<file path="src/rtl/ibr_pkg.sv">
package ibr_pkg;

   localparam int HDW = 32;

   localparam logic [7:0] OFF_ID   = 8'h00;
   localparam logic [7:0] OFF_CTRL = 8'h04;
   localparam logic [7:0] OFF_DLO  = 8'h08;
   localparam logic [7:0] OFF_DHI  = 8'h0C;
   localparam logic [7:0] OFF_IEN  = 8'h10;
   localparam logic [7:0] OFF_IFLG = 8'h14;

   localparam int CB_BUSY   = 31;
   localparam int CB_SIZE   = 25;
   localparam int CB_DIR    = 24;
   localparam int CB_BEU_LO = 20;
   localparam int CB_BEL_LO = 16;

   localparam int NSRC    = 2;
   localparam int SRC_IF  = 0;
   localparam int SRC_SUB = 1;

   typedef enum logic {XS_IDLE, XS_WAIT} xfer_st_t;

   typedef struct packed {
      logic       size;
      logic       dir;
      logic [3:0] be_u;
      logic [3:0] be_l;
   } ctl_t;

endpackage

</file>
<file path="src/rtl/ibr_regs.sv">
module ibr_regs
   import ibr_pkg::*;
#(
   parameter int HOST_AW = 8,
   parameter int SUB_AW  = 8
) (
   input  logic                clk,
   input  logic                rst_n,
   input  logic                host_sel,
   input  logic                host_we,
   input  logic [HOST_AW-1:0]  host_addr,
   input  logic [HDW-1:0]      host_wdata,
   input  logic                busy,
   input  logic                rd_done,
   input  logic [2*HDW-1:0]    rd_word,
   output ctl_t                ctl_q,
   output logic [SUB_AW-1:0]   addr_q,
   output logic [HDW-1:0]      dlo_q,
   output logic [HDW-1:0]      dhi_q,
   output logic                launch_wr,
   output logic                launch_rd,
   output logic [SUB_AW-1:0]   lx_addr,
   output logic [7:0]          lx_be,
   output logic [2*HDW-1:0]    lx_wdata,
   output logic                ien_we,
   output logic [NSRC-1:0]     iflg_clr
);

   logic host_wr;
   logic hit_ctrl, hit_dlo, hit_dhi, hit_ien, hit_iflg;
   logic ctrl_we, dlo_we, dhi_we;
   ctl_t ctl_new;

   assign host_wr  = host_sel && host_we;
   assign hit_ctrl = (host_addr == HOST_AW'(OFF_CTRL));
   assign hit_dlo  = (host_addr == HOST_AW'(OFF_DLO));
   assign hit_dhi  = (host_addr == HOST_AW'(OFF_DHI));
   assign hit_ien  = (host_addr == HOST_AW'(OFF_IEN));
   assign hit_iflg = (host_addr == HOST_AW'(OFF_IFLG));

   // launch registers are frozen while a transfer is pending
   assign ctrl_we = host_wr && hit_ctrl && !busy;
   assign dlo_we  = host_wr && hit_dlo  && !busy;
   assign dhi_we  = host_wr && hit_dhi  && !busy;

   assign ctl_new.size = host_wdata[CB_SIZE];
   assign ctl_new.dir  = host_wdata[CB_DIR];
   assign ctl_new.be_u = host_wdata[CB_BEU_LO +: 4];
   assign ctl_new.be_l = host_wdata[CB_BEL_LO +: 4];

   assign launch_rd = ctrl_we && ctl_new.dir;
   assign launch_wr = dlo_we && !ctl_q.dir;

   assign ien_we   = host_wr && hit_ien;
   assign iflg_clr = (host_wr && hit_iflg) ? host_wdata[NSRC-1:0] : '0;

   // a read launch takes its fields from the word being written
   always_comb begin
      if (launch_rd) begin
         lx_addr = host_wdata[SUB_AW-1:0];
         lx_be   = {ctl_new.size ? ctl_new.be_u : 4'b0000, ctl_new.be_l};
      end else begin
         lx_addr = addr_q;
         lx_be   = {ctl_q.size ? ctl_q.be_u : 4'b0000, ctl_q.be_l};
      end
      lx_wdata = {dhi_q, host_wdata};
   end

   always_ff @(posedge clk) begin
      if (!rst_n) begin
         ctl_q  <= '0;
         addr_q <= '0;
      end else if (ctrl_we) begin
         ctl_q  <= ctl_new;
         addr_q <= host_wdata[SUB_AW-1:0];
      end
   end

   always_ff @(posedge clk) begin
      if (!rst_n) begin
         dlo_q <= '0;
      end else if (dlo_we) begin
         dlo_q <= host_wdata;
      end else if (rd_done) begin
         dlo_q <= rd_word[HDW-1:0];
      end
   end

   always_ff @(posedge clk) begin
      if (!rst_n) begin
         dhi_q <= '0;
      end else if (dhi_we) begin
         dhi_q <= host_wdata;
      end else if (rd_done && ctl_q.size) begin
         dhi_q <= rd_word[2*HDW-1:HDW];
      end
   end

   AST_BUSY_CTRL_HOLD: assert property (@(posedge clk) disable iff (!rst_n)
      busy && host_wr && hit_ctrl |=> $stable(ctl_q) && $stable(addr_q));

   AST_BUSY_DATA_HOLD: assert property (@(posedge clk) disable iff (!rst_n)
      busy && !rd_done && host_wr && (hit_dlo || hit_dhi) |=> $stable(dlo_q) && $stable(dhi_q));

endmodule

</file>
<file path="src/rtl/ibr_xfer.sv">
module ibr_xfer
   import ibr_pkg::*;
#(
   parameter int SUB_AW = 8
) (
   input  logic                clk,
   input  logic                rst_n,
   input  logic                launch_wr,
   input  logic                launch_rd,
   input  logic [SUB_AW-1:0]   lx_addr,
   input  logic [7:0]          lx_be,
   input  logic [2*HDW-1:0]    lx_wdata,
   input  logic                sub_ack,
   output logic                busy,
   output logic                sub_req,
   output logic                sub_we,
   output logic [SUB_AW-1:0]   sub_addr,
   output logic [7:0]          sub_be,
   output logic [2*HDW-1:0]    sub_wdata,
   output logic                xfer_done,
   output logic                rd_done
);

   xfer_st_t st_q;
   logic     start;

   assign start     = (st_q == XS_IDLE) && (launch_wr || launch_rd);
   assign busy      = (st_q == XS_WAIT);
   assign sub_req   = busy;
   assign xfer_done = busy && sub_ack;
   assign rd_done   = xfer_done && !sub_we;

   always_ff @(posedge clk) begin
      if (!rst_n) begin
         st_q <= XS_IDLE;
      end else begin
         unique case (st_q)
            XS_IDLE: if (start)   st_q <= XS_WAIT;
            XS_WAIT: if (sub_ack) st_q <= XS_IDLE;
            default:              st_q <= XS_IDLE;
         endcase
      end
   end

   always_ff @(posedge clk) begin
      if (!rst_n) begin
         sub_we    <= 1'b0;
         sub_addr  <= '0;
         sub_be    <= '0;
         sub_wdata <= '0;
      end else if (start) begin
         sub_we    <= launch_wr;
         sub_addr  <= lx_addr;
         sub_be    <= lx_be;
         sub_wdata <= launch_wr ? lx_wdata : '0;
      end
   end

   AST_REQ_HOLD: assert property (@(posedge clk) disable iff (!rst_n)
      sub_req && !sub_ack |=> sub_req && $stable(sub_addr) && $stable(sub_we) && $stable(sub_be) && $stable(sub_wdata));

   AST_REQ_DROP: assert property (@(posedge clk) disable iff (!rst_n)
      sub_req && sub_ack |=> !sub_req && !busy);

   AST_LAUNCH_IDLE: assert property (@(posedge clk) disable iff (!rst_n)
      (launch_wr || launch_rd) |-> !busy);

endmodule

</file>
<file path="src/rtl/ibr_irq.sv">
module ibr_irq
   import ibr_pkg::*;
#(
   parameter int SYNC_STAGES = 2
) (
   input  logic              clk,
   input  logic              rst_n,
   input  logic              sub_irq,
   input  logic              xfer_done,
   input  logic              ien_we,
   input  logic [NSRC-1:0]   ien_wdata,
   input  logic [NSRC-1:0]   iflg_clr,
   output logic [NSRC-1:0]   ien_q,
   output logic [NSRC-1:0]   iflg_q,
   output logic              irq_out
);

   logic            sub_s;
   logic            sub_prev;
   logic [NSRC-1:0] iflg_set;

   generate
      if (SYNC_STAGES == 0) begin : g_nosync
         assign sub_s = sub_irq;
      end else begin : g_sync
         logic [SYNC_STAGES-1:0] sh_q;
         always_ff @(posedge clk) begin
            if (!rst_n) sh_q <= '0;
            else        sh_q <= {sh_q[SYNC_STAGES-2 >= 0 ? SYNC_STAGES-2 : 0 : 0], sub_irq} & {SYNC_STAGES{1'b1}};
         end
         assign sub_s = sh_q[SYNC_STAGES-1];
      end
   endgenerate

   always_ff @(posedge clk) begin
      if (!rst_n) sub_prev <= 1'b0;
      else        sub_prev <= sub_s;
   end

   always_comb begin
      iflg_set          = '0;
      iflg_set[SRC_IF]  = xfer_done;
      iflg_set[SRC_SUB] = sub_s && !sub_prev;
   end

   always_ff @(posedge clk) begin
      if (!rst_n) iflg_q <= '0;
      else        iflg_q <= (iflg_q & ~iflg_clr) | iflg_set;
   end

   always_ff @(posedge clk) begin
      if (!rst_n)      ien_q <= '0;
      else if (ien_we) ien_q <= ien_wdata;
   end

   assign irq_out = |(iflg_q & ien_q);

   AST_SET_WINS: assert property (@(posedge clk) disable iff (!rst_n)
      (|iflg_set) |=> ((iflg_q & $past(iflg_set)) == $past(iflg_set)));

   AST_W1C: assert property (@(posedge clk) disable iff (!rst_n)
      (|(iflg_clr & ~iflg_set)) |=> ((iflg_q & $past(iflg_clr & ~iflg_set)) == '0));

   AST_IRQ_NEEDS_EN: assert property (@(posedge clk) disable iff (!rst_n)
      (ien_q == '0) |-> !irq_out);

endmodule

</file>
<file path="src/rtl/ind_reg_bridge.sv">
module ind_reg_bridge
   import ibr_pkg::*;
#(
   parameter int          HOST_AW     = 8,
   parameter int          SUB_AW      = 8,
   parameter int          SYNC_STAGES = 2,
   parameter logic [31:0] ID_VALUE    = 32'h1B00_5EED
) (
   input  logic                clk,
   input  logic                rst_n,
   input  logic                host_sel,
   input  logic                host_we,
   input  logic [HOST_AW-1:0]  host_addr,
   input  logic [31:0]         host_wdata,
   output logic [31:0]         host_rdata,
   output logic                sub_req,
   output logic                sub_we,
   output logic [SUB_AW-1:0]   sub_addr,
   output logic [7:0]          sub_be,
   output logic [63:0]         sub_wdata,
   input  logic                sub_ack,
   input  logic [63:0]         sub_rdata,
   input  logic                sub_irq,
   output logic                irq_out
);

   localparam int ADDR_PAD = 16 - SUB_AW;

   generate
      if (SUB_AW < 1 || SUB_AW > 16) begin : g_bad_sub_aw
         $error("SUB_AW must lie in 1..16 to fit the control word");
      end
      if (HOST_AW < 5) begin : g_bad_host_aw
         $error("HOST_AW must be at least 5 to reach every register");
      end
      if (SYNC_STAGES < 0 || SYNC_STAGES > 4) begin : g_bad_sync
         $error("SYNC_STAGES must lie in 0..4");
      end
   endgenerate

   ctl_t               ctl_q;
   logic [SUB_AW-1:0]  addr_q;
   logic [HDW-1:0]     dlo_q, dhi_q;
   logic               launch_wr, launch_rd;
   logic [SUB_AW-1:0]  lx_addr;
   logic [7:0]         lx_be;
   logic [2*HDW-1:0]   lx_wdata;
   logic               ien_we;
   logic [NSRC-1:0]    iflg_clr;
   logic [NSRC-1:0]    ien_q, iflg_q;
   logic               busy, xfer_done, rd_done;
   logic [15:0]        addr_field;

   ibr_regs #(.HOST_AW(HOST_AW), .SUB_AW(SUB_AW)) u_regs (
      .clk        (clk),
      .rst_n      (rst_n),
      .host_sel   (host_sel),
      .host_we    (host_we),
      .host_addr  (host_addr),
      .host_wdata (host_wdata),
      .busy       (busy),
      .rd_done    (rd_done),
      .rd_word    (sub_rdata),
      .ctl_q      (ctl_q),
      .addr_q     (addr_q),
      .dlo_q      (dlo_q),
      .dhi_q      (dhi_q),
      .launch_wr  (launch_wr),
      .launch_rd  (launch_rd),
      .lx_addr    (lx_addr),
      .lx_be      (lx_be),
      .lx_wdata   (lx_wdata),
      .ien_we     (ien_we),
      .iflg_clr   (iflg_clr)
   );

   ibr_xfer #(.SUB_AW(SUB_AW)) u_xfer (
      .clk        (clk),
      .rst_n      (rst_n),
      .launch_wr  (launch_wr),
      .launch_rd  (launch_rd),
      .lx_addr    (lx_addr),
      .lx_be      (lx_be),
      .lx_wdata   (lx_wdata),
      .sub_ack    (sub_ack),
      .busy       (busy),
      .sub_req    (sub_req),
      .sub_we     (sub_we),
      .sub_addr   (sub_addr),
      .sub_be     (sub_be),
      .sub_wdata  (sub_wdata),
      .xfer_done  (xfer_done),
      .rd_done    (rd_done)
   );

   ibr_irq #(.SYNC_STAGES(SYNC_STAGES)) u_irq (
      .clk        (clk),
      .rst_n      (rst_n),
      .sub_irq    (sub_irq),
      .xfer_done  (xfer_done),
      .ien_we     (ien_we),
      .ien_wdata  (host_wdata[NSRC-1:0]),
      .iflg_clr   (iflg_clr),
      .ien_q      (ien_q),
      .iflg_q     (iflg_q),
      .irq_out    (irq_out)
   );

   generate
      if (ADDR_PAD > 0) begin : g_addr_pad
         assign addr_field = {{ADDR_PAD{1'b0}}, addr_q};
      end else begin : g_addr_full
         assign addr_field = addr_q;
      end
   endgenerate

   always_comb begin
      host_rdata = '0;
      case (host_addr)
         HOST_AW'(OFF_ID):   host_rdata = ID_VALUE;
         HOST_AW'(OFF_CTRL): begin
            host_rdata[CB_BUSY]         = busy;
            host_rdata[CB_SIZE]         = ctl_q.size;
            host_rdata[CB_DIR]          = ctl_q.dir;
            host_rdata[CB_BEU_LO +: 4]  = ctl_q.be_u;
            host_rdata[CB_BEL_LO +: 4]  = ctl_q.be_l;
            host_rdata[15:0]            = addr_field;
         end
         HOST_AW'(OFF_DLO):  host_rdata = dlo_q;
         HOST_AW'(OFF_DHI):  host_rdata = dhi_q;
         HOST_AW'(OFF_IEN):  host_rdata[NSRC-1:0] = ien_q;
         HOST_AW'(OFF_IFLG): host_rdata[NSRC-1:0] = iflg_q;
         default:            host_rdata = '0;
      endcase
   end

   AST_WR_LAUNCH: assert property (@(posedge clk) disable iff (!rst_n)
      host_sel && host_we && host_addr == HOST_AW'(OFF_DLO) && !sub_req && !ctl_q.dir
      |=> sub_req && sub_we && sub_wdata[31:0] == $past(host_wdata));

   AST_RD_LAUNCH: assert property (@(posedge clk) disable iff (!rst_n)
      host_sel && host_we && host_addr == HOST_AW'(OFF_CTRL) && !sub_req && host_wdata[CB_DIR]
      |=> sub_req && !sub_we);

   AST_NO_SELF_START: assert property (@(posedge clk) disable iff (!rst_n)
      !sub_req && !(host_sel && host_we) |=> !sub_req);

endmodule

</file>
<file path="config.mk">
export PLATFORM = sky130hd
export DESIGN_NAME = ind_reg_bridge
export DESIGN_NICKNAME = d
export VERILOG_FILES = /design/src/rtl/ibr_pkg.sv /design/src/rtl/ibr_regs.sv /design/src/rtl/ibr_xfer.sv /design/src/rtl/ibr_irq.sv /design/src/rtl/ind_reg_bridge.sv
export SDC_FILE = /design/constraint.sdc
export NUM_CORES = 1
export LEC_CHECK = 0
export ABC_AREA = 1
export BUFFER_PORTS_ARGS = -buffer_cell sky130_fd_sc_hd__buf_2
export CORE_MARGIN = 2
export CORE_UTILIZATION = 40
export CTS_CLUSTER_DIAMETER = 80
export DETAILED_ROUTE_END_ITERATION = 8
export PLACE_DENSITY = 0.62
export SLEW_MARGIN = 30
export SYNTH_ARGS = -nofsm -noshare
export SYNTH_HDL_FRONTEND = slang
export SYNTH_SLANG_ARGS = --single-unit
</file>
<file path="constraint.sdc">
create_clock -name clk -period 1.96 [get_ports clk]
set_input_delay 0.098 -clock clk [delete_from_list [all_inputs] [get_ports clk]]
set_output_delay 0.098 -clock clk [all_outputs]
set_load 0.05 [all_outputs]
</file>
==> After elaboration in Yosys (flattened, before gate mapping) <==
Index checks and enable logic that the tools add are counted.
{ "classes": {"n_eq_ne": 5, "mux": 17, "n_bitwise": 5, "reduce_logical": 25} }
{ "ops": {"columns": ["operator", "n"], "rows": [
  ["$mux W32", 4],
  ["$pmux W24 S4", 1],
  ["$mux W64", 1],
  ["$eq A8 B4 Y1 const B", 2],
  ["$eq A8 B5 Y1 const B", 2],
  ["$logic_and A1 B1 Y1", 16],
  ["$mux W8", 2],
  ["$pmux W5 S3", 1],
  ["$pmux W2 S6", 1],
  ["$eq A8 B3 Y1 const B", 1],
  ["$logic_not A8 Y1", 1],
  ["$mux W4", 2],
  ["$and A2 B2 Y2", 2],
  ["$logic_not A1 Y1", 4],
  ["$reduce_bool A2 Y1", 2],
  ["$pmux W1 S3", 1],
  ["$mux W1", 2],
  ["$mux W2", 1],
  ["$not A2 Y2", 1],
  ["$or A2 B2 Y2", 1],
  ["$pmux W1 S2", 1],
  ["$reduce_or A2 Y1", 1],
  ["$logic_or A1 B1 Y1", 1],
  ["$not A1 Y1", 1]
]} }
{ "totals": {"ff_bits": 171, "inputBits": 110, "out_inout_bits": 115} }

==> Longest topological paths before layout <==
Gate-level depths: netlist of run 1.
{ "logic_depth": {"ltp_word": 8, "depth_mapped": 10, "ltp_nobuf": 9} }

==> Hierarchy <==
A second synthesis of run 1 with hierarchy kept.
{ "unflattened": {"hier_cells": 1334, "area_unflattened_um2": 9138.8} }
{ "by_module_without_submodules": {"columns": ["module", "instances", "cells_per_inst", "area_each_um2"], "rows": [
  ["ibr_regs", 1, 754, 5074.9],
  ["ibr_xfer", 1, 381, 3045.4],
  ["ind_reg_bridge", 1, 168, 778.2],
  ["ibr_irq", 1, 31, 240.2]
]} }

==> Worst setup path after synthesis of run 1 <==
OpenSTA, ideal clock, no wires.
{ "synth_path": {"path_kind": "register -> register", "start": "register u_xfer.st_q (netlist: u_xfer.busy)", "end": "register u_regs.dlo_q[28]", "setup_ps": 132, "arrival_ps": 1657, "t_required_ps": 1828, "slack_ps": 171, "stages_incl_launch_ff": 8, "n_path_buf": 2, "cell_sequence": "dfxtp_1 nand2_2 nor2_4 buf_4 buf_2 o21ai_1 a21oi_1 nor3_1"} }
{ "synth_via": {"elab_chain_cells": 3} }
{ "synth_lines": {"columns": ["item", "line", "rtl"], "rows": [
  ["from (decl)", "ibr_xfer.sv:24", "xfer_st_t st_q;"],
  ["from (signal assigned)", "ibr_xfer.sv:35", "st_q <= XS_IDLE;"],
  ["from (signal assigned)", "ibr_xfer.sv:38", "XS_IDLE: if (start) st_q <= XS_WAIT;"],
  ["from (signal assigned)", "ibr_xfer.sv:39", "XS_WAIT: if (sub_ack) st_q <= XS_IDLE;"],
  ["$logic_not A1 Y1 / $logic_and A1 B1 Y1 (equally long branches)", "ibr_regs.sv:43, ibr_xfer.sv:30", null],
  ["$logic_and A1 B1 Y1 (on tied branches)", "ibr_regs.sv:43, ibr_xfer.sv:31", null],
  ["$mux W32 / $reduce_bool A2 Y1 (equally long branches)", null, null],
  ["to (signal assigned)", "ibr_regs.sv:83", "dlo_q <= host_wdata;"],
  ["to (signal assigned)", "ibr_regs.sv:85", "dlo_q <= rd_word[HDW-1:0];"],
  ["to (decl)", "ibr_regs.sv:18", "output logic [HDW-1:0] dlo_q,"]
]} }
Parallel ways exist; a longest one is shown, timed or not.
A chain may end at the register's enable or synchronous reset.

==> Worst setup path in the final report of run 1 <==
{ "layout_path": {"start": "input host_addr[1]", "end": "output host_rdata[4]"} }
{ "layout_via": {"elab_chain_cells": 2} }
{ "layout_lines": {"columns": ["item", "line", "rtl"], "rows": [
  ["from (decl)", "ind_reg_bridge.sv:13", "input logic [HOST_AW-1:0] host_addr,"],
  ["$eq A8 B4 Y1 (tied with other cells)", "ind_reg_bridge.sv:119", "case (host_addr)"],
  ["$pmux W24 S4 *", "ind_reg_bridge.sv:119", null],
  ["to (decl)", "ind_reg_bridge.sv:15", "output logic [31:0] host_rdata,"]
]} }
Mark *: on every way between the ends. The rest lies on a longest branch, timed or not.

==> results by group, run 1 <==
Outcome
  – Status: completed

Global route
  – Vias in the first global route: 8,268
  – Met1 GRT Util: 0.3695
  – Met2 capacity usage during global routing: 0.4261
  – Largest net degree at the start of global routing: 98
  – Global-route wire length before repair: 46,290 microns
  – Grt total ovfl: 0
  – Gr busiest metal: met2
  – GR Layer Usage met3: 0.04268
  – Antenna violations before repair: 3
  – GR Util All Layers: 0.2668

Timing
  – Hold_ws: 0.003551 ns
  – Slew margin rel.: 0.6384
  – Slew Viols, Final: 0
  – Max Clock Freq: 0.5405 GHz
  – Final Hold Viols: 0
  – Fin Clk Skew: 0.01082 ns
  – PnR worst setup slack: 0.1098 ns
  – Setup_tns: 0 ns
  – Slew @ Worst Pin: 0.5424 ns
  – Setup Viol. Count Final: 0
  – Fin crit share: 0.9440
  – Final min period: 1.850 ns
  – RSZ-0062 raised after global routing: no

Floorplan
  – Width of the die: 149.6 microns
  – Site Rows: 53
  – Top Ports: 225
  – CORE AREA: 20,890 sq um
  – Die Y: 149.6 microns
  – DIE AREA: 22,370 sq um
  – Starting Density: 0.4058

Routing
  – Routed length per placed instance: 17.49 microns
  – # DRC: 0
  – Post-route ant nets: 0
  – 1st-iter DRT viols: 696
  – Drt via density: 5.288
  – Via count: 9,143
  – Drt pass-1 iters: 6
  – Total Routed Length: 30,240 microns

Clocking
  – Clock buffer depth: 2
  – H-tree depth: 4
  – Clk sinks: 171
  – CTS tree: done
  – Worst-Skew Late Latency: 0.43 ns
  – CTS Buf Count: 17
  – Clk root buf: clkbuf_16
  – Postcts setup bufs: 0
  – Clock transition at path regs: 0.07 ns

Placed design
  – Pre-CTS WS: 0.1166 ns
  – GP Congestion: 0.8873
  – Port bufs: 224
  – Post-DP Area: 9921 sq um
  – Hpwl dp: 21,340 microns

Yosys
  – Post-synthesis cell type count: 28
  – Area contributors post-synth: dfxtp_1, nand2_1, nor2_1
  – Post-Synthesis Net Count: 1,352
  – Number of synthesis warnings: 0
  – Seq cells post-synth: 171
  – Post-synth top area cell: dfxtp_1
  – Mapped Cells: 1,242
  – Synth Cell Area: 8476 sq um
  – Seq/Total Area, Yosys: 0.4039
  – Top-area cell type share of the netlist area: 0.4039
  – Avg Cell Area, Syn: 6.824 sq um

Min path
  – Worst hold path type: input port to flip-flop
  – Hold depth: 3

Finish
  – Nets: 1,549
  – Area delta synth->final: 24.95%
  – Design area: 10,590 sq um
  – Layout cells sized above 1: 0.2163

Power
  – PnR Total Power: 7.149 mW
  – Pwr Density: 675.0 nW/um^2
  – Static Leak: 4.962 nW
  – Peak supply drop: 0.0005220 V

Setup path
  – Crit end category: output pin
  – Largest fanout on the critical path: 9
  – WP data arrival: 1.75 ns
  – Startpoint class of the critical path: input port
  – WP data required: 1.86 ns
  – Setup CP Type: input port to output pin
  – Worst reg2reg path depth: 6

Job
  – Max cap viols: 0
[layer usage]
layer | vias to the layer above | wire (microns)
met3 | 47 | 2138
met1 | 4254 | 13310
met4 | 0 | 759
met5 | - | 0
met2 | 386 | 14040
li1 | 4456 | -
[cell type report]
class | count | area [sq um]
multi-input cells | 861 | 4161
flip-flops and latches | 171 | 3423
diodes | 2 | 5.005
inverters | 114 | 427.9
well taps | 275 | 344.1
clock buffers | 19 | 452.9
fillers | 2163 | 10300
clock inverters | 13 | 107.6
repair buffers | 274 | 1668
[registers in the layout (all words and copies together), names as in the netlist, 8 cells and up]
signal	cells
u_regs.dhi_q	32
u_xfer.sub_be	8
u_xfer.sub_addr	8
u_regs.dlo_q	32
u_regs.ctl_q	10
u_xfer.sub_wdata	64
u_regs.addr_q	8
[path summary, 6_finish.rpt]
path / to / slack (ns) / from
setup / recovery: host_rdata[4] / 0.11 / host_addr[1]
setup reg to reg: u_regs.ctl_q[7] / 0.14 / u_xfer.busy
hold reg to reg: u_irq.iflg_q[1] / 0.42 / u_irq.sub_prev
hold / removal: u_regs.dhi_q[12] / 0.004 / host_wdata[12]
[placed cells by master (no fill, tap or decap), types with 25 or more instances in the layout]
| cell | instances |
|---|---|
| nand2_1 | 292 |
| buf_4 | 30 |
| o21ai_0 | 80 |
| nand3_1 | 42 |
| nand4_1 | 50 |
| nand3b_1 | 48 |
| and3_1 | 33 |
| a21oi_1 | 72 |
| nor2_1 | 165 |
| buf_2 | 222 |
| nor3_1 | 25 |
| dfxtp_1 | 171 |
| inv_1 | 107 |
[cells by family (layout without fill, tap and decap cells)]
kind of cell,Yosys count,count (layout),synth area share
AOI/OAI and AO/OA,193,193,0.1286
buffers and inverters,210,420,0.1057
DFF,171,171,0.4039
other,0,2,0
and+or+nand+nor,668,668,0.3618
[Yosys cell counts]
master / count
nand3b_1: 48
nor2_1: 165
o211a_1: 7
nor2_4: 3
o221ai_1: 17
nand4_1: 50
nand2_1: 292
o21ai_1: 4
and3_1: 33
clkinv_1: 2
a21oi_1: 72
buf_4: 8
dfxtp_1: 171
nand3_1: 43
o21ai_0: 80
buf_1: 4
o211ai_1: 7
o22ai_1: 6
nand2_4: 1
nor3_1: 25
nor2_8: 1
clkbuf_1: 47
buf_6: 5
nand3_4: 2
buf_2: 32
inv_2: 4
inv_1: 108
nand2_2: 5
[where the power goes]
group	switching [mW]	leakage (nW)	total, mW	internal, mW
Sequential	0.00399	1.38	3.48	3.48
Combinational	0.261	3.31	0.396	0.135
Clock	1.55	0.277	3.27	1.72
[critical path, stage by stage]
cell	delay [ns]
buf_2	0.10
nor2_1	0.34
nand2_1	0.16
nor2_4	0.13
inv_1	0.14
buf_4	0.21
o221ai_1	0.24
buf_2	0.32
[stage by stage]
stage / util / cells
finish: 0.5070 / 1729
global route: 0.5069 / 1728
CTS: 0.5066 / 1727
detailed placement: 0.4749 / 1685
global placement: 0.4749 / 1685
floorplan: - / 1242
[timing repair]
action,in CTS,in global routing
hold buffers,10,0
endpoints found under the setup margin,0,2
endpoints found under the hold margin,14,0
gates resized for setup,0,1
(Power assumes the default switching activity.)
==> run 2: changes to the inputs <==
CTS_BUF_LIST = sky130_fd_sc_hd__clkbuf_8 sky130_fd_sc_hd__clkbuf_16   (was default)
SKIP_CTS_REPAIR_TIMING = 1   (was default)
==> results by group, run 2 (synthesized netlist as in run 1, its figures left out) <==
Global route
  – Vias in the first global route: 8,252
  – Antenna violations before repair: 3
  – Global-route wire length before repair: 46,230 microns
  – Largest net degree at the start of global routing: 98
  – GR Util All Layers: 0.2666
  – Grt total ovfl: 0

Timing
  – Final Hold Viols: 3
  – RSZ-0062 raised after global routing: no
  – Hold_ws: -0.004140 ns
  – Slew Viols, Final: 0
  – PnR worst setup slack: 0.1172 ns
  – Fin crit share: 0.9402
  – Final min period: 1.843 ns
  – Slew @ Worst Pin: 0.5496 ns
  – Fin Clk Skew: 0.01067 ns
  – Setup_tns: 0 ns
  – Max Clock Freq: 0.5426 GHz
  – Setup Viol. Count Final: 0
  – Slew margin rel.: 0.6336

Finish
  – FILL cells: 2,167
  – Commonest non-fill, non-tap cell in the layout: nand2_1
  – Nets: 1,542
  – Highest-count cells in the layout ignoring fill and taps: nand2_1, buf_2, dfxtp_1
  – Max reg flops: 64
  – Area delta synth->final: 24.12%
  – Reg with most FFs: u_xfer.sub_wdata
  – Design area: 10,520 sq um
  – Final core utilization: 0.5036
  – Layout cells sized above 1: 0.2173
  – Top flop regs: u_xfer.sub_wdata x64, u_regs.dhi_q x32, u_regs.dlo_q x32

Setup path
  – WP data required: 1.86 ns
  – WP data arrival: 1.74 ns
  – Largest fanout on the critical path: 9
  – Startpoint class of the critical path: input port
  – Slowest cell on crit path: buf_2
  – Setup CP Type: input port to output pin
  – Crit-path cells: buf_2, nor2_1, nand2_1, nor2_4, inv_1, buf_4, o221ai_1, buf_2
  – CP top delay family: buffers and inverters
  – CP most frequent cell: buf_2
  – CP bufs+invs: 4
  – Crit end category: output pin
  – Worst path max stage delay: 0.33 ns

Clocking
  – H-tree depth: 4
  – CTS Buf Count: 17
  – Worst-Skew Late Latency: 0.43 ns
  – Clk root buf: clkbuf_16
  – Clock transition at path regs: 0.07 ns
  – Clock buffer depth: 2
  – Clk sinks: 171
  – CTS tree: done

Outcome
  – Failing checks: negative hold slack
  – Status: complete, but fails checks

Placed design
  – Hpwl dp: 21,340 microns
  – Port bufs: 224
  – GP Congestion: 0.8873
  – Post-DP Area: 9921 sq um
  – Pre-CTS WS: 0.1166 ns

Power
  – Static Leak: 4.933 nW
  – PnR Total Power: 7.131 mW
  – Peak supply drop: 0.0005215 V
  – Pwr Density: 677.8 nW/um^2

Floorplan
  – Top Ports: 225
  – Width of the die: 149.6 microns
  – CORE AREA: 20,890 sq um
  – DIE AREA: 22,370 sq um
  – Starting Density: 0.4058
  – Die Y: 149.6 microns
  – Site Rows: 53

Job
  – Max cap viols: 0

Routing
  – 1st-iter DRT viols: 723
  – Drt pass-1 iters: 5
  – Drt via density: 5.250
  – # DRC: 0
  – Via count: 9,041
  – Met1 WL: 13,300 microns
  – Total Routed Length: 30,210 microns
  – Metal3 WL: 2182 microns
  – Routed length per placed instance: 17.54 microns
  – Post-route ant nets: 0
  – Met2 routed WL: 14,030 microns
  – Top Metal Used: met4

Min path
  – Worst hold path type: input port to flip-flop
-- run 2: worst register-to-register path, cell delays in order, from the launching register on --
cell and delay (ns):
dfxtp_1 0.51, nor2_4 0.14, buf_12 0.21, nand2_2 0.11, clkinv_1 0.42, nand2_1 0.21, a21oi_1 0.10
-- run 2: final cells by class --
cell class | instances | area, sq um | area share
multi-input cells | 861 | 4161 | 0.3956
diodes | 2 | 5.005 | 0.0004757
inverters | 114 | 427.9 | 0.04068
flip-flops and latches | 171 | 3423 | 0.3254
clock buffers | 19 | 452.9 | 0.04305
well taps | 275 | 344.1 | 0.03271
repair buffers | 267 | 1598 | 0.1519
clock inverters | 13 | 107.6 | 0.01023
-- run 2: where the power goes --
group	switching, mW	total (mW)	internal, mW
sequential	0.00399	3.48	3.48
clock	1.54	3.26	1.72
combinational	0.259	0.385	0.126
-- run 2: metal layers --
layer | global-route usage | vias to the layer above
met2 | 0.4248 | 380
met3 | 0.04360 | 46
met5 | 0 | -
met1 | 0.3693 | 4171
li1 | - | 4444
met4 | 0.08381 | 0
-- run 2: worst paths after layout --
check	start	endpoint	slack, ns	cells past startpoint
max	host_addr[1]	host_rdata[4]	0.12	8
min	host_wdata[22]	u_regs.ctl_q[6]	-0.004	3
max reg2reg	u_xfer.busy	u_regs.ctl_q[7]	0.16	6
min reg2reg	u_irq.g_sync.sh_q[0]	u_irq.g_sync.sh_q[1]	0.42	2
-- run 2: stage by stage --
step,hold WS (ns),instances
floorplan,0.1956,1242
global placement,0.2924,1685
detailed placement,0.2875,1685
CTS,-0.1640,1717
global route,0.0009272,1721
finish,-0.004140,1722
==> run 3: changes to the inputs <==
CORE_UTILIZATION = 53   (was 40)
PLACE_DENSITY = 0.79   (was 0.62)
TNS_END_PERCENT = 5   (was default)
==> results by group, run 3 (synthesized netlist as in run 1, its figures left out) <==
Outcome
  – Status: complete, but fails checks
  – Failing checks: negative hold slack

Clocking
  – CTS tree: done
  – Clk root buf: clkbuf_16
  – Clk sinks: 171
  – Worst-Skew Late Latency: 0.44 ns
  – Clock buffer depth: 2
  – Clock transition at path regs: 0.07 ns
  – CTS Buf Count: 17
  – H-tree depth: 4

Finish
  – Reg with most FFs: u_xfer.sub_wdata
  – Commonest non-fill, non-tap cell in the layout: nand2_1
  – Top flop regs: u_xfer.sub_wdata x64, u_regs.dhi_q x32, u_regs.dlo_q x32
  – Layout cells sized above 1: 0.2129
  – Nets: 1,534
  – Highest-count cells in the layout ignoring fill and taps: nand2_1, buf_2, dfxtp_1
  – Max reg flops: 64
  – Diode count: 0
  – Area delta synth->final: 23.21%
  – Final Non-Filler Cells: 1,653
  – FILL cells: 1,449
  – Final core utilization: 0.6622

Global route
  – GR Layer Usage met3: 0.07125
  – Gr busiest metal: met2
  – Met2 capacity usage during global routing: 0.5168
  – Antenna violations before repair: 0
  – GR Util All Layers: 0.3344
  – Vias in the first global route: 8,312
  – Grt total ovfl: 0
  – Global-route wire length before repair: 43,950 microns
  – Met1 GRT Util: 0.4482
  – Largest net degree at the start of global routing: 87

Setup path
  – WP data arrival: 1.73 ns
  – Startpoint class of the critical path: input port
  – Worst reg2reg setup slack: 0.16 ns
  – WP data required: 1.86 ns
  – Largest fanout on the critical path: 23
  – Setup CP Type: input port to output pin
  – Crit end category: output pin

Floorplan
  – CORE AREA: 15,770 sq um
  – Site Rows: 46
  – DIE AREA: 17,020 sq um
  – Width of the die: 130.5 microns
  – Top Ports: 225
  – Die Y: 130.5 microns
  – Starting Density: 0.5374

Timing
  – Setup Viol. Count Final: 0
  – Hold_ws: -0.02245 ns
  – Slew Viols, Final: 0
  – Setup_tns: 0 ns
  – Max Clock Freq: 0.5474 GHz
  – Final min period: 1.827 ns
  – RSZ-0062 raised after global routing: no
  – Fin Clk Skew: 0.005565 ns
  – Slew @ Worst Pin: 0.5448 ns
  – Slew margin rel.: 0.6368
  – Fin crit share: 0.9320
  – Final Hold Viols: 8

Min path
  – Worst hold path type: input port to flip-flop

Placed design
  – Port bufs: 224
  – Hpwl dp: 19,500 microns
  – Inst Count DP: 1,617
  – GP Congestion: 0.9050

Power
  – Peak supply drop: 0.0007187 V
  – Static Leak: 4.917 nW
  – Pwr Density: 733.9 nW/um^2
  – PnR Total Power: 7.663 mW

Routing
  – 1st-iter DRT viols: 1,063
  – Via count: 9,287
  – # DRC: 0
  – Routed length per placed instance: 17.31 microns
  – Drt via density: 5.618
  – Total Routed Length: 28,610 microns
  – Post-route ant nets: 0
  – Drt pass-1 iters: 7

Job
  – Max cap viols: 0
run 3: changes by cell type in the layout (fill, tap and decap cells not counted), sizes merged:
cell	before	now
clkinvlp	1	4
buf	264	255
dlygate4sd3	3	4
clkinv	8	4
inv	118	114
diode	2	0
bufinv	0	5
run 3: final timing paths:
check / start / end / cells after the start
worst max register to register: u_xfer.busy / u_xfer.sub_wdata[18] / 7
worst max-delay path: host_addr[1] / host_rdata[31] / 8
worst min-delay path: host_wdata[8] / u_regs.dhi_q[8] / 3
worst min register to register: u_irq.g_sync.sh_q[0] / u_irq.g_sync.sh_q[1] / 2
run 3: report_power, final:
part           internal (mW)  switching (mW)  total, mW
Combinational          0.123           0.256      0.379
Clock                   2.34            1.46       3.80
Sequential              3.48         0.00404       3.49
run 3: metal layers:
layer / wire length (microns) / up-vias / share of wire
li1: - / 4414 / -
met1: 11670 / 4239 / 0.41
met2: 12910 / 549 / 0.45
met3: 2833 / 85 / 0.099
met4: 1200 / 0 / 0.042
met5: 0 / - / 0
run 3: worst max-delay path: stages:
cell	delay, ns
buf_2	0.10
nor2_1	0.22
nand2_1	0.14
nor2_4	0.18
inv_1	0.10
buf_4	0.24
o221ai_1	0.32
buf_2	0.33
run 3: layout make-up:
class	instances	area [sq um]	share of cell area
Tap cell	216	270.3	0.02588
Inverter	114	431.7	0.04134
Clock buffer	19	452.9	0.04337
Clock inverter	13	212.7	0.02037
Multi-Input combinational cell	861	4161	0.3985
Timing Repair Buffer	259	1490	0.1427
Sequential cell	171	3423	0.3278
run 3: per-stage QoR:
stage | cell area, sq um | worst slack (ns)
2_1_floorplan | 8476 | 0.1713
3_3_place_gp | 9729 | 0.1824
3_5_place_dp | 9729 | 0.08319
4_1_cts | 10400 | 0.05426
5_1_grt | 10440 | 0.02429
6_report | 10440 | 0.1332
